File: src/rtl/sram_wr_pkg.sv
package sram_wr_pkg;

  typedef enum logic [2:0] {
    ST_IDLE  = 3'd0,
    ST_ASU   = 3'd1,
    ST_LATCH = 3'd2,
    ST_OPEN  = 3'd3,
    ST_DRIVE = 3'd4,
    ST_HOLD  = 3'd5,
    ST_PRE   = 3'd6
  } wr_state_e;

  typedef struct packed {
    logic en_n;
    logic sel_n;
    logic cs_hi;
    logic wr_n;
    logic oe;
  } pin_lvl_t;

  // Duration in cycles of a phase; a chained write opens in one cycle.
  function automatic int unsigned phase_cycles(
    input wr_state_e   st,
    input logic        chained,
    input int unsigned t_asu,
    input int unsigned t_odly,
    input int unsigned t_dsu,
    input int unsigned t_dhd,
    input int unsigned t_pre
  );
    int unsigned n;
    case (st)
      ST_ASU:   n = t_asu;
      ST_LATCH: n = 1;
      ST_OPEN:  n = chained ? 1 : t_odly;
      ST_DRIVE: n = t_dsu;
      ST_HOLD:  n = t_dhd;
      ST_PRE:   n = t_pre;
      default:  n = 1;
    endcase
    return n;
  endfunction

  function automatic int unsigned max_of5(
    input int unsigned a, input int unsigned b, input int unsigned c,
    input int unsigned d, input int unsigned e
  );
    int unsigned m;
    m = a;
    if (b > m) m = b;
    if (c > m) m = c;
    if (d > m) m = d;
    if (e > m) m = e;
    return m;
  endfunction

  // Strobe levels for each phase; chain keeps the write strobe low.
  function automatic pin_lvl_t pin_levels(input wr_state_e st, input logic chained);
    pin_lvl_t p;
    p = '{en_n: 1'b1, sel_n: 1'b1, cs_hi: 1'b1, wr_n: 1'b1, oe: 1'b0};
    case (st)
      ST_ASU:   begin p.cs_hi = 1'b0; p.wr_n = ~chained; end
      ST_LATCH: begin p.cs_hi = 1'b0; p.en_n = 1'b0; p.wr_n = ~chained; end
      ST_OPEN:  begin p.cs_hi = 1'b0; p.en_n = 1'b0; p.sel_n = 1'b0; p.wr_n = 1'b0; end
      ST_DRIVE: begin p.cs_hi = 1'b0; p.en_n = 1'b0; p.sel_n = 1'b0; p.wr_n = 1'b0; p.oe = 1'b1; end
      ST_HOLD:  begin p.wr_n = 1'b0; p.oe = 1'b1; end
      ST_PRE:   begin p.wr_n = ~chained; end
      default:  p.wr_n = 1'b1;
    endcase
    return p;
  endfunction

endpackage

File: src/rtl/sram_wr_timer.sv
module sram_wr_timer #(
  parameter int CNT_W = 4
) (
  input  logic             clk,
  input  logic             rst_n,
  input  logic             load,
  input  logic [CNT_W-1:0] load_val,
  output logic             zero
);
  logic [CNT_W-1:0] cnt_q;

  always_ff @(posedge clk) begin
    if (!rst_n)             cnt_q <= '0;
    else if (load)          cnt_q <= load_val;
    else if (cnt_q != '0)   cnt_q <= cnt_q - 1'b1;
  end

  assign zero = (cnt_q == '0);
endmodule

File: src/rtl/sram_wr_ctrl.sv
module sram_wr_ctrl
  import sram_wr_pkg::*;
#(
  parameter int T_ASU  = 2,
  parameter int T_ODLY = 2,
  parameter int T_DSU  = 3,
  parameter int T_DHD  = 1,
  parameter int T_PRE  = 2,
  parameter int CNT_W  = 4
) (
  input  logic             clk,
  input  logic             rst_n,
  input  logic             burst_mode,
  input  logic             wr_valid,
  input  logic             phase_done,
  output wr_state_e        st,
  output logic             chained,
  output logic             accept,
  output logic             ready,
  output logic             hold_last,
  output logic             tmr_load,
  output logic [CNT_W-1:0] tmr_val
);
  wr_state_e st_q, st_d;
  logic      chain_q, chain_d;

  assign hold_last = (st_q == ST_HOLD) && phase_done;
  assign ready     = (st_q == ST_IDLE) || (hold_last && burst_mode);
  assign accept    = ready && wr_valid;

  always_comb begin
    st_d = st_q;
    case (st_q)
      ST_IDLE:  if (accept)     st_d = ST_ASU;
      ST_ASU:   if (phase_done) st_d = ST_LATCH;
      ST_LATCH: if (phase_done) st_d = ST_OPEN;
      ST_OPEN:  if (phase_done) st_d = ST_DRIVE;
      ST_DRIVE: if (phase_done) st_d = ST_HOLD;
      ST_HOLD:  if (phase_done) st_d = ST_PRE;
      ST_PRE:   if (phase_done) st_d = chain_q ? ST_ASU : ST_IDLE;
      default:                  st_d = ST_IDLE;
    endcase
  end

  always_comb begin
    chain_d = chain_q;
    if ((st_q == ST_IDLE) && accept) chain_d = 1'b0;
    else if (hold_last)              chain_d = accept;
  end

  assign tmr_load = (st_d != st_q);
  assign tmr_val  = CNT_W'(phase_cycles(st_d, chain_d, T_ASU, T_ODLY, T_DSU, T_DHD, T_PRE) - 1);

  always_ff @(posedge clk) begin
    if (!rst_n) begin
      st_q    <= ST_IDLE;
      chain_q <= 1'b0;
    end else begin
      st_q    <= st_d;
      chain_q <= chain_d;
    end
  end

  assign st      = st_q;
  assign chained = chain_q;
endmodule

File: src/rtl/sram_wr_pins.sv
module sram_wr_pins
  import sram_wr_pkg::*;
#(
  parameter int DATA_W = 4
) (
  input  wr_state_e          st,
  input  logic               chained,
  input  logic [DATA_W-1:0]  word,
  output logic               mem_en_n,
  output logic               mem_sel_n,
  output logic               mem_cs_hi,
  output logic               mem_wr_n,
  output logic               dq_oe,
  output logic [DATA_W-1:0]  dq_out
);
  pin_lvl_t lvl;

  assign lvl       = pin_levels(st, chained);
  assign mem_en_n  = lvl.en_n;
  assign mem_sel_n = lvl.sel_n;
  assign mem_cs_hi = lvl.cs_hi;
  assign mem_wr_n  = lvl.wr_n;
  assign dq_oe     = lvl.oe;

  for (genvar b = 0; b < DATA_W; b++) begin : g_gate
    assign dq_out[b] = lvl.oe & word[b];
  end
endmodule

File: src/rtl/sram_wr_seq.sv
module sram_wr_seq
  import sram_wr_pkg::*;
#(
  parameter int ADDR_W = 8,
  parameter int DATA_W = 4,
  parameter int T_ASU  = 2,
  parameter int T_ODLY = 2,
  parameter int T_DSU  = 3,
  parameter int T_DHD  = 1,
  parameter int T_PRE  = 2
) (
  input  logic              clk,
  input  logic              rst_n,
  input  logic              burst_mode,
  input  logic              wr_valid,
  output logic              wr_ready,
  input  logic [ADDR_W-1:0] wr_addr,
  input  logic [DATA_W-1:0] wr_data,
  output logic              mem_en_n,
  output logic              mem_sel_n,
  output logic              mem_cs_hi,
  output logic              mem_wr_n,
  output logic [ADDR_W-1:0] mem_addr,
  output logic [DATA_W-1:0] dq_out,
  output logic              dq_oe
);
  localparam int MAX_T = max_of5(T_ASU, T_ODLY, T_DSU, T_DHD, T_PRE);
  localparam int CNT_W = $clog2(MAX_T + 1) + 1;

  wr_state_e          st;
  logic               chained, accept, hold_last, phase_done, tmr_load;
  logic [CNT_W-1:0]   tmr_val;
  logic [ADDR_W-1:0]  addr_q;
  logic [DATA_W-1:0]  data_q;

  sram_wr_ctrl #(
    .T_ASU(T_ASU), .T_ODLY(T_ODLY), .T_DSU(T_DSU),
    .T_DHD(T_DHD), .T_PRE(T_PRE), .CNT_W(CNT_W)
  ) u_ctrl (
    .clk(clk), .rst_n(rst_n), .burst_mode(burst_mode), .wr_valid(wr_valid),
    .phase_done(phase_done), .st(st), .chained(chained), .accept(accept),
    .ready(wr_ready), .hold_last(hold_last), .tmr_load(tmr_load), .tmr_val(tmr_val)
  );

  sram_wr_timer #(.CNT_W(CNT_W)) u_tmr (
    .clk(clk), .rst_n(rst_n), .load(tmr_load), .load_val(tmr_val), .zero(phase_done)
  );

  always_ff @(posedge clk) begin
    if (!rst_n) begin
      addr_q <= '0;
      data_q <= '0;
    end else if (accept) begin
      addr_q <= wr_addr;
      data_q <= wr_data;
    end
  end

  assign mem_addr = addr_q;

  sram_wr_pins #(.DATA_W(DATA_W)) u_pins (
    .st(st), .chained(chained), .word(data_q),
    .mem_en_n(mem_en_n), .mem_sel_n(mem_sel_n), .mem_cs_hi(mem_cs_hi),
    .mem_wr_n(mem_wr_n), .dq_oe(dq_oe), .dq_out(dq_out)
  );
endmodule

File: config.mk
export PLATFORM = sky130hd
export DESIGN_NAME = sram_wr_seq
export DESIGN_NICKNAME = d
export VERILOG_FILES = /design/src/rtl/sram_wr_pkg.sv /design/src/rtl/sram_wr_timer.sv /design/src/rtl/sram_wr_ctrl.sv /design/src/rtl/sram_wr_pins.sv /design/src/rtl/sram_wr_seq.sv
export SDC_FILE = /design/constraint.sdc
export NUM_CORES = 1
export LEC_CHECK = 0
export ABC_AREA = 1
export BUFFER_PORTS_ARGS = -buffer_cell sky130_fd_sc_hd__buf_4
export CAP_MARGIN = 5
export CORE_UTILIZATION = 30
export DETAILED_ROUTE_END_ITERATION = 8
export RECOVER_POWER = 100
export SLEW_MARGIN = 20
export SYNTH_ARGS = -nofsm -noshare
export SYNTH_HDL_FRONTEND = slang
export SYNTH_SLANG_ARGS = --single-unit
File: constraint.sdc
create_clock -name clk -period 4.4 [get_ports clk]
set_clock_uncertainty 0.1 [all_clocks]
set_input_delay 0.22 -clock clk [delete_from_list [all_inputs] [get_ports clk]]
set_output_delay 0.22 -clock clk [all_outputs]
set_load 0.03 [all_outputs]
**Word level (Yosys, flattened, before mapping)**

Cells that the tools add are included.

- Register bits after elaboration: 19
- Output and inout port bits: 18
- Logic and storage cells: 59

- Add/subtract/negate cells: 2
- Equality and inequality tests: 11
- Mux-type cells: 20
- Bitwise operators: 5
- Reductions and logical operators: 16

Operator list:

| cell | number |
|---|---|
| 3-bit 2-to-1 mux | 9 |
| 3-bit case mux with 7 select lines | 1 |
| 3-bit == test (second input constant) | 5 |
| 3-bit by 2-bit == test with 1-bit output (second input constant) | 3 |
| 3-bit OR reduction | 3 |
| 1-bit 2-to-1 mux | 7 |
| 3-bit by 1-bit == test with 1-bit output (second input constant) | 2 |
| 3-bit zero test | 2 |
| 2-bit case mux with 3 select lines | 1 |
| 2-bit OR reduction | 3 |
| 3-bit by 1-bit subtractor with 3-bit output (second input constant) | 2 |
| 1-bit AND | 4 |
| 1-bit logical AND | 4 |
| 4-bit OR reduction | 1 |
| 3-bit inequality test | 1 |
| 3-bit nonzero test | 1 |
| 2-bit 2-to-1 mux | 1 |
| 1-bit case mux with 2 select lines | 1 |
| 2-bit nonzero test | 1 |
| 1-bit logical OR | 1 |
| 1-bit NOT | 1 |

**Logic depth before layout (Yosys ltp)**

Gate-level depths: netlist of the first run.

- Depth in word-level cells: 12
- Gate-level depth with buffers: 16

**Hierarchy**

From an unflattened synthesis of the first run, not the netlist that was laid out.

- Cell total of the unflattened synthesis: 201
- Area, all modules: 1,221.2 um^2

Modules (own cells, without submodules):

| module | instances | cells an instance | area an instance (um^2) | seq. area each (um^2) |
|---|---|---|---|---|
| sram_wr_seq | 1 | 75 | 493.0 | 240.2 |
| sram_wr_ctrl | 1 | 68 | 394.1 | 80.1 |
| sram_wr_timer | 1 | 29 | 200.2 | 60.1 |
| sram_wr_pins | 1 | 29 | 133.9 | 0.0 |

**Worst setup path after synthesis of the first run**

OpenSTA, ideal clock, no wires.

- Kind: register to output
- From: register u_ctrl.st_q[2] (netlist: u_ctrl.st[2])
- To: output port mem_cs_hi
- Arrival time: 2.141 ns
- Path slack: 1.939 ns
- Cell stages (with the launch flop): 5
- Cells stage by stage: dfxtp_1 inv_2 o21ai_0 inv_1 nor3b_1

- Longest elaborated chain between the ends: 3

RTL lines:

| element | RTL line | source |
|---|---|---|
| start: declaration | sram_wr_ctrl.sv:24 | `wr_state_e st_q, st_d;` |
| start signal: assignment | sram_wr_ctrl.sv:59 | `st_q <= st_d;` |
| 3-bit by 1-bit == test with 1-bit output, or another cell as far along | sram_wr_pkg.sv:61 | `case (st)` |
| 4-bit OR reduction (no line) (*) | n/a |  |
| 1-bit 2-to-1 mux (*) | sram_wr_pkg.sv:61 |  |
| end: declaration | sram_wr_seq.sv:21 | `output logic mem_cs_hi,` |

Mark *: on every way between the ends. The rest lies on a longest branch, timed or not.

**Worst setup path after layout of the first run**

- From: register u_ctrl.st_q[1] (netlist: u_ctrl.st[1])
- To: register u_tmr.cnt_q[2]

- Longest elaborated chain between the ends: 12

RTL lines:

| element | RTL line | source |
|---|---|---|
| 3-bit == test | sram_wr_ctrl.sv:27, sram_wr_ctrl.sv:33 |  |
| 1-bit logical AND | sram_wr_ctrl.sv:27 | `assign hold_last = (st_q == ST_HOLD) && phase_done;` |
| 1-bit logical AND | sram_wr_ctrl.sv:28 | `assign ready = (st_q == ST_IDLE) \|\| (hold_last && burst_mode);` |
| 1-bit logical OR | sram_wr_ctrl.sv:28 |  |
| 1-bit logical AND | sram_wr_ctrl.sv:29 | `assign accept = ready && wr_valid;` |
| 3-bit 2-to-1 mux | sram_wr_ctrl.sv:34 | `ST_IDLE: if (accept) st_d = ST_ASU;` |
| 3-bit case mux with 7 select lines | sram_wr_ctrl.sv:33 | `case (st_q)` |
| 3-bit by 1-bit == test with 1-bit output or 3-bit == test (tied branches) | sram_wr_pkg.sv:32 | `case (st)` |
| 2-bit OR reduction (no line) | n/a |  |
| 2-bit case mux with 3 select lines | sram_wr_pkg.sv:32 |  |
| 3-bit by 1-bit subtractor with 3-bit output | sram_wr_ctrl.sv:52 | `assign tmr_val = CNT_W'(phase_cycles(st_d, chain_d, T_ASU, T_ODLY, T_DSU, T_DHD, T_PRE) - 1);` |
| 3-bit 2-to-1 mux | sram_wr_timer.sv:14 | `else if (load) cnt_q <= load_val;` |
| end signal: assignment | sram_wr_timer.sv:14 |  |
| end signal: assignment | sram_wr_timer.sv:15 | `else if (cnt_q != '0) cnt_q <= cnt_q - 1'b1;` |
| end: declaration | sram_wr_timer.sv:10 | `logic [CNT_W-1:0] cnt_q;` |

Parallel ways exist; a longest one is shown, timed or not.
A chain may end at the register's enable or synchronous reset.

==> out/metrics.cfg, run 1 <==
[floorplanning]
io_pins = 34
placementRows = 21
core_mm2 = 0.00334
fp.dieW_um = 61.2
fp.dieH_um = 61.2
floorplan.initialDensity_pct = 31.5
die_area_mm2 = 0.00375

[routing]
num_vias = 1052
avgViaCountPerCell = 4.42
drt-total-wl_um = 2420
wl_per_cell_um = 10.2
drtIter0Drc = 46
ant_nets = 0
drc = 0
drt-pass1-iter-count = 4

[power]
power_frac_seq_pct = 32.7
net-switching-power_mw = 0.371
pwr-share-comb_pct = 55.5
p_total_mw = 0.744
p_clk_share_pct = 11.8
worst_ir_drop_vdd_mv = 0.175
internal_power_mw = 0.373
powerDensity_mw_per_mm2 = 589
p_leak_nw = 0.597
switching_share_pct = 49.8

[run]
drv_cap = 0

[clock_network]
h-tree-depth = 1
cts-resized-gates = 0
cts.sinks = 19
cts_setup_buffers = 0
clock_path_buffers = 2
root_buffer = clkbuf_4
postCtsHoldBufs = 0
clock_latency_ps = 280
cts.clk_slew.worst_paths_ps = 120
cts_tree = built
cts_buffers = 3

[finish]
layout-drive-gt1-share_pct = 16.1
nFillCells = 397
layout-area-overhead-vs-synth_pct = 20.0
diodes = 0
ff_latch_area_um2 = 380
mostFrequentLayoutCells = 33 x nand2_1, 33 x nor2_1, 19 x inv_1, 19 x dfxtp_1, 18 x clkbuf_1
layout.nets = 210
multiInputGateArea_um2 = 538

[grt]
overflow = 0
track_usage_pct = 13.4
grt_max_degree = 20
grt_pass1_wl_um = 3750
grt_antenna_before_repair = 0
grt_pass1_vias = 852

[sta]
hold_viol = 0
fin_crit_sh_pct = 58.2
worst_pin_slew_ps = 580
setup_viol = 0
slew_headroom_pct = 61.2
final.min_clock_period_ps = 2560
rsz0062_at_grt = no
fmax_ghz = 0.391
timing.setup.tns_ps = 0
slew_violations = 0

[place]
place_congestion = 0.826
port_buffers = 33
dp_hpwl_um = 1870

[worst_setup_path]
cp.arrival_ps = 2640
worst-r2r-cell-count = 14
cp-end-kind = flop
timing.critical_path.fanout_max = 19
critPathLaunchType = flop
crit_required_ps = 4480
crit_type = reg -> reg

[run_status]
status = finished, final reports clean

[worst_hold_path]
holdPathStages = 3
min_path_type = in -> reg

[yosys]
synth_cells = 159
syn_nets = 176
ys_warn_count = 0
synth_edf_count = 0
ys_ff_latch = 19
synth_top_cell_area_share_pct = 36.1
ys.flop_type = dfxtp_1
synth.avg_cell_area_um2 = 6.62
syn-cell-area_mm2 = 0.00105
synth_top_cell_by_area = dfxtp_1
async_flop_share_pct = 0
synth-seq-area-share_pct = 36.1
synth_area_leaders = dfxtp_1 36%, nor2_1 12%, nand2_1 11%
synth_cell_types = 24

cell families after synthesis:
family	share of synthesized area (%)
fa+ha+maj	1.19
flops	36.1
compound gates	15.5
xor+xnor	0.832
simple gates	35.3
buf+inv	11.1
cell type report:
type	count	area share [%]
clock buffer	3	1.78
clock inverter	1	0.396
inverter	21	6.24
multi-input combinational	115	42.6
sequential	19	30.1
tap	46	4.56
timing repair buffer	33	14.3
power groups by stage:
stage	sequential (mW)	clock [mW]	combinational, mW
after CTS	0.244	0.0920	0.464
after detailed placement	0.248	0	0.463
after global placement	0.246	0	0.460
final	0.243	0.0875	0.413
after floorplan	0.270	0	0.331
after global routing	0.249	0.101	0.472
flip-flops by register name, summed over array words and instances (netlist names):
register	cells
mem_addr	8
data_q	4
u_ctrl.st	3
u_tmr.cnt_q	3
u_ctrl.chained	1
per-layer routing:
layer	track usage, %	wire length [um]	vias up
met2	21.0	1090	24
met1	18.9	1230	462
met4	4.87	24	0
li1	-	-	564
met3	1.89	82	2
met5	0	0	-
synthesized netlist by cell type (all sizes together), types with 2 or more instances:
| cell | instances |
|---|---|
| a21boi | 2 |
| buf | 3 |
| a21oi | 10 |
| dfxtp | 19 |
| o21ai | 15 |
| nand3 | 8 |
| inv | 21 |
| nand2 | 36 |
| nor2 | 39 |
final timing paths:
check,startpoint,endpoint,slack [ps]
setup / recovery,u_ctrl.st[1],u_tmr.cnt_q[2],1840
hold / removal,wr_addr[7],mem_addr[7],50
setup reg to reg,u_ctrl.st[1],u_tmr.cnt_q[2],1840
hold reg to reg,data_q[0],data_q[0],360
through the flow:
| stage | hold slack, ps | std cells | area, um2 | setup slack (ps) | util, % |
|---|---|---|---|---|---|
| after floorplan | 258 | 159 | 1050 | 1940 | - |
| after global placement | 341 | 234 | 1320 | 2340 | 39.6 |
| after detailed placement | 344 | 234 | 1320 | 2320 | 39.6 |
| after CTS | 40.8 | 238 | 1350 | 2300 | 40.4 |
| after global routing | 36.1 | 238 | 1260 | 1590 | 37.8 |
| final | 50.6 | 238 | 1260 | 1840 | 37.8 |
worst max-delay path, stage by stage, from the launching register on:
cell      delay, ps
dfxtp_1         490
inv_1           130
nand2_1          80
nor2_1           40
nand2_1          70
inv_1            70
nand2_2          50
nand2_1          50
nand2_1         430
a21boi_0        300
a21oi_1         210
nor2_1           60
ha_1            180
xor2_1          150
nor2_1           50
Note: power is estimated with default switching activity, not from simulation.
==> inputs of run 2 (changes only) <==
clock period = 2.57 ns   (was 4.4 ns; I/O delays follow)
==> run 2 against run 1 <==
Routed wire length increased by 1.2%. Cell count increased by 4.2%. Sequential share of layout area decreased by 2.5 points. Clock-buffer cell count unchanged. Cell area increased by 9.1%. Critical endpoint unchanged. Highest routed layer unchanged.
==> out/metrics.cfg, run 2 (synthesis gave the netlist of run 1 again) <==
[run_status]
status = finished, final reports clean

[routing]
wl_per_cell_um = 9.88  ; -2.9%
num_vias = 1113  ; +5.8%
drc = 0  ; unchanged
avgViaCountPerCell = 4.49  ; +1.5%
ant_nets = 0  ; unchanged
drt-total-wl_um = 2450  ; +1.2%
drt-pass1-iter-count = 4  ; unchanged
drtIter0Drc = 28  ; -39%

[clock_network]
cts_setup_buffers = 0  ; unchanged
cts_tree = built
root_buffer = clkbuf_4
cts-resized-gates = 0  ; unchanged
h-tree-depth = 1  ; unchanged
clock_latency_ps = 310  ; +30 ps
clock_path_buffers = 2  ; unchanged
cts_buffers = 3  ; unchanged
cts.sinks = 19  ; unchanged
cts.clk_slew.worst_paths_ps = 120  ; about the same

[worst_setup_path]
crit_required_ps = 2660  ; -1820 ps
crit_type = reg -> reg
timing.critical_path.fanout_max = 19  ; unchanged
cp-end-kind = flop
critPathLaunchType = flop
cp.arrival_ps = 2330  ; -310 ps

[grt]
grt_antenna_before_repair = 0  ; unchanged
grt_pass1_wl_um = 3700  ; -1.3%
grt_use_met2_pct = 20.8  ; -0.16 points
grtUsageMet3_pct = 1.47  ; -0.42 points
top_usage_layer = met2
grt_pass1_vias = 884  ; +3.8%
grt_use_met1_pct = 18.2  ; -0.68 points
overflow = 0  ; unchanged
grt_max_degree = 20  ; unchanged
track_usage_pct = 13.5  ; +0.032 points

[sta]
slew_violations = 0  ; unchanged
slew_headroom_pct = 74.9  ; +14 points
setup_viol = 0  ; unchanged
fin_crit_sh_pct = 87.1  ; +29 points
worst_pin_slew_ps = 377  ; -202 ps
hold_viol = 0  ; unchanged
fmax_ghz = 0.447  ; +14%
timing.setup.tns_ps = 0  ; unchanged
final.min_clock_period_ps = 2240  ; -321 ps
rsz0062_at_grt = no
hold-worst-slack_ps = 6.08  ; -44.5 ps

[floorplanning]
placementRows = 21  ; unchanged
io_pins = 34  ; unchanged
fp.dieH_um = 61.2  ; unchanged
fp.dieW_um = 61.2  ; unchanged
die_area_mm2 = 0.00375  ; unchanged
core_mm2 = 0.00334  ; unchanged
floorplan.initialDensity_pct = 31.5  ; unchanged

[finish]
layout_commonest_cell = nor2_1
largest_reg_flops = 8  ; unchanged
nFillCells = 369  ; -7.1%
layout.nets = 220  ; +4.8%
mostFrequentLayoutCells = 34 x nor2_1, 31 x nand2_1, 19 x inv_1, 19 x dfxtp_1, 18 x clkbuf_1
diodes = 0  ; unchanged
layout-area-overhead-vs-synth_pct = 30.9
utilization_pct = 41.3  ; +3.4 points
layout-drive-gt1-share_pct = 16.8  ; +0.69 points

[run]
drv_cap = 0  ; unchanged

[power]
powerDensity_mw_per_mm2 = 946  ; +61%
p_total_mw = 1.30  ; +75%
p_leak_nw = 0.644  ; +7.8%
worst_ir_drop_vdd_mv = 0.299  ; +71%

[worst_hold_path]
min_path_type = in -> reg

[place]
place_congestion = 0.827  ; +0.12%
dp_hpwl_um = 1830  ; -2.3%
port_buffers = 33  ; unchanged

==> run 2: worst paths after layout <==
check	start	to	slack [ps]	depth (start not counted)
max	u_tmr.cnt_q[1]	u_tmr.cnt_q[2]	330	15
min reg2reg	data_q[1]	data_q[1]	360	2
min	wr_data[0]	data_q[0]	6	3
max reg2reg	u_tmr.cnt_q[1]	u_tmr.cnt_q[2]	330	15
==> run 2: where the power goes <==
part	internal (mW)	switching, mW	leakage (nW)
registers	0.367	0.0492	0.157
clock network	0.0582	0.0975	0.0177
logic	0.229	0.502	0.469
==> run 2: cell type report <==
cell class | instances | area [um2] | share of cell area, %
sequential | 19 | 380 | 27.6
inverter | 21 | 78.8 | 5.72
tap | 46 | 57.6 | 4.18
multi-input combinational | 115 | 553 | 40.1
clock inverter | 1 | 5.00 | 0.363
timing repair buffer | 43 | 280 | 20.3
clock buffer | 3 | 22.5 | 1.63
==> run 2: critical path, stage by stage, from the launching register on <==
cell and delay, ps:
dfxtp_1 330, inv_2 80, nand2_1 60, nor2_1 270, nand2_1 110, inv_1 140, nand2_2 60, nand2_2 80
nand2_4 130, nand2_1 90, nand3_1 100, nand2_1 120, nand2_1 60, ha_1 200, xor2_1 140, nor2_1 50
==> run 2: through the flow <==
stage               cells  worst slack (ps)  cell area (um2)
global placement      234               512             1320
floorplan             159               201             1050
global route          248               136             1380
CTS                   248               462             1450
detailed placement    234               504             1320
finish                248               332             1380
==> run 2: routing by layer <==
| layer | wire length [um] | vias to the layer above |
|---|---|---|
| li1 | - | 585 |
| met1 | 1130 | 500 |
| met2 | 1170 | 23 |
| met3 | 93 | 5 |
| met4 | 58 | 0 |
| met5 | 0 | - |
==> run 2: timing repair <==
action                                  in CTS  in global routing
endpoints found under the hold margin       10                  0
endpoints found under the setup margin       0                  0
hold buffers                                10                  0
==> inputs of run 3 (changes only) <==
ABC_AREA = 0   (was 1)
==> run 3 against run 2 <==
Combinational power is 17% lower. Cell area is 2.1% lower. Area after synthesis is 9.2% higher. Setup slack better by 92 ps. Power is 4.0% lower. Via count is 2.4% lower. Core utilization is 4.4 points lower. Register-to-register slack better by 90 ps. First-iteration DRC count grew to 2.7 times the previous value. Sequential power is 5.3% higher. Sequential share of layout area is 0.59 points higher. Highest routed layer unchanged.
==> out/metrics.cfg, run 3 <==
[run]
drv_cap = 0  ; unchanged

[floorplanning]
fp.dieW_um = 63.9  ; +4.3%
placementRows = 22  ; +4.8%
fp.dieH_um = 63.9  ; +4.3%
die_area_mm2 = 0.00408  ; +8.8%
core_mm2 = 0.00366  ; +9.7%
floorplan.initialDensity_pct = 31.4  ; -0.16 points
io_pins = 34  ; unchanged

[routing]
num_vias = 1086  ; -2.4%
wl_per_cell_um = 11.5  ; +17%
ant_nets = 0  ; unchanged
drc = 0  ; unchanged
drtIter0Drc = 75  ; +170%
drt-pass1-iter-count = 6  ; +2
avgViaCountPerCell = 5.03  ; +12%
drt-total-wl_um = 2490  ; +1.7%

[grt]
track_usage_pct = 13.1  ; -0.35 points
grt_pass1_wl_um = 4350  ; +18%
grt_antenna_before_repair = 0  ; unchanged
grt_pass1_vias = 990  ; +12%
overflow = 0  ; unchanged
grt_max_degree = 30  ; +50%

[sta]
fmax_ghz = 0.466  ; +4.3%
timing.setup.tns_ps = 0  ; unchanged
hold-worst-slack_ps = 20.0  ; +13.9 ps
slew_headroom_pct = 64.8  ; -10 points
final.min_clock_period_ps = 2150  ; -92.0 ps
hold_viol = 0  ; unchanged
fin_crit_sh_pct = 83.5  ; -3.6 points
worst_pin_slew_ps = 528  ; +151 ps
slew_violations = 0  ; unchanged
rsz0062_at_grt = no
setup_viol = 0  ; unchanged

[yosys]
syn-cell-area_mm2 = 0.00115  ; +9.2%
synth_cells = 137  ; -14%
async_flop_share_pct = 0  ; unchanged
yosysMostFrequentCell = dfxtp_1
ys_warn_count = 0  ; unchanged
synthTopCellsByCount = 19 x dfxtp_1, 18 x nand2_1, 12 x o21ai_2, 10 x nor2_1
synth_top_cell_area_share_pct = 33.1  ; -3.0 points
ys.flop_type = dfxtp_1
synth_edf_count = 0  ; unchanged
syn_nets = 154  ; -13%
ys_ff_latch = 19  ; unchanged
synth_cell_types = 35  ; +46%
synth.avg_cell_area_um2 = 8.38  ; +27%
synth-seq-area-share_pct = 33.1  ; -3.0 points
synth_area_leaders = dfxtp_1 33%, o21ai_2 9.2%, nand3_2 7.0%
synth_top_cell_by_area = dfxtp_1

[worst_hold_path]
holdPathStages = 3  ; unchanged
min_path_type = in -> reg

[clock_network]
clock_path_buffers = 2  ; unchanged
cts-resized-gates = 0  ; unchanged
cts.sinks = 19  ; unchanged
clock_latency_ps = 250  ; -60 ps
h-tree-depth = 1  ; unchanged
cts_tree = built
cts.clk_slew.worst_paths_ps = 70  ; -50 ps
root_buffer = clkbuf_8
cts_buffers = 3  ; unchanged
cts_setup_buffers = 0  ; unchanged
postCtsHoldBufs = 0  ; -10

[power]
p_total_mw = 1.25  ; -4.0%
p_leak_nw = 0.525  ; -18%
worst_ir_drop_vdd_mv = 0.337  ; +13%
powerDensity_mw_per_mm2 = 927  ; -1.9%

[finish]
largest_reg_flops = 8  ; unchanged
layout-area-overhead-vs-synth_pct = 17.4
layout_commonest_cell = buf_4
diodes = 0  ; unchanged
layout-drive-gt1-share_pct = 22.0  ; +5.2 points
final_cell_count_no_fill = 216  ; -13%
layout.nets = 186  ; -15%
mostFrequentLayoutCells = 20 x buf_4, 19 x clkbuf_1, 19 x dfxtp_1, 18 x nand2_1, 15 x nand3_1
nFillCells = 397  ; +7.6%

[worst_setup_path]
crit_required_ps = 2620  ; -40 ps
critPathLaunchType = flop
crit_type = reg -> reg
worst-r2r-cell-count = 9  ; -6
cp.arrival_ps = 2190  ; -140 ps
timing.critical_path.fanout_max = 9  ; -10
cp-end-kind = flop

[place]
port_buffers = 33  ; unchanged
place_congestion = 0.902  ; +9.0%
dp_cells = 212  ; -9.4%
dp_hpwl_um = 1870  ; +2.6%

[run_status]
status = finished, final reports clean

run 3: area by class of cell:
class | count | area [um2] | area share (%)
flip-flops and latches | 19 | 380 | 28.2
repair buffers | 38 | 218 | 16.1
clock buffers | 4 | 45.0 | 3.34
well taps | 48 | 60.1 | 4.45
multi-input cells | 107 | 646 | 47.9
run 3: per-layer routing:
layer  global-route usage (%)  routed length (um)
met5                        0                   0
met2                     20.9                1140
met1                     17.1                1120
met3                     2.86                 216
met4                     5.11                  13
run 3: path summary, 6_finish.rpt:
kind	slack [ps]	from	endpoint
worst max-delay path	420	u_ctrl.st[0]	u_tmr.cnt_q[2]
worst min-delay path	20	wr_addr[4]	mem_addr[4]
worst max register to register	420	u_ctrl.st[0]	u_tmr.cnt_q[2]
worst min register to register	370	mem_addr[3]	mem_addr[3]
run 3: worst max-delay path, cell delays in order (launching register included):
cell and delay [ps]:
dfxtp_1 470, clkbuf_1 250, nand2_1 110, o2bb2a_1 300, o21ai_0 200, a22o_1 160
a21oi_1 70, ha_1 190, xor2_1 140, nor2_1 50
run 3: through the flow:
| stage | utilization [%] | worst slack (ps) | cell area (um2) |
|---|---|---|---|
| 6_report | 36.8 | 424 | 1350 |
| 5_1_grt | 36.8 | 218 | 1350 |
| 4_1_cts | 40.4 | 567 | 1480 |
| 3_5_place_dp | 39.1 | 580 | 1430 |
| 3_3_place_gp | 39.1 | 605 | 1430 |
| 2_1_floorplan | - | 520 | 1150 |
run 3: kinds of logic after synthesis:
| kind of cell | count (synthesis) | synth area share, % |
|---|---|---|
| AO/OA/AOI/OAI | 38 | 23.7 |
| XOR/XNOR | 2 | 1.53 |
| adder cells (fa/ha/maj) | 2 | 1.96 |
| buffers and inverters | 11 | 5.34 |
| flip-flops | 19 | 33.1 |
| multiplexers | 2 | 1.96 |
| AND/OR/NAND/NOR | 63 | 32.4 |
run 3: where the power goes:
part	switching (mW)	internal, mW	leakage [nW]
clock network	0.0936	0.110	0.0228
registers	0.0787	0.359	0.156
logic	0.384	0.225	0.346
total	0.557	0.694	0.525
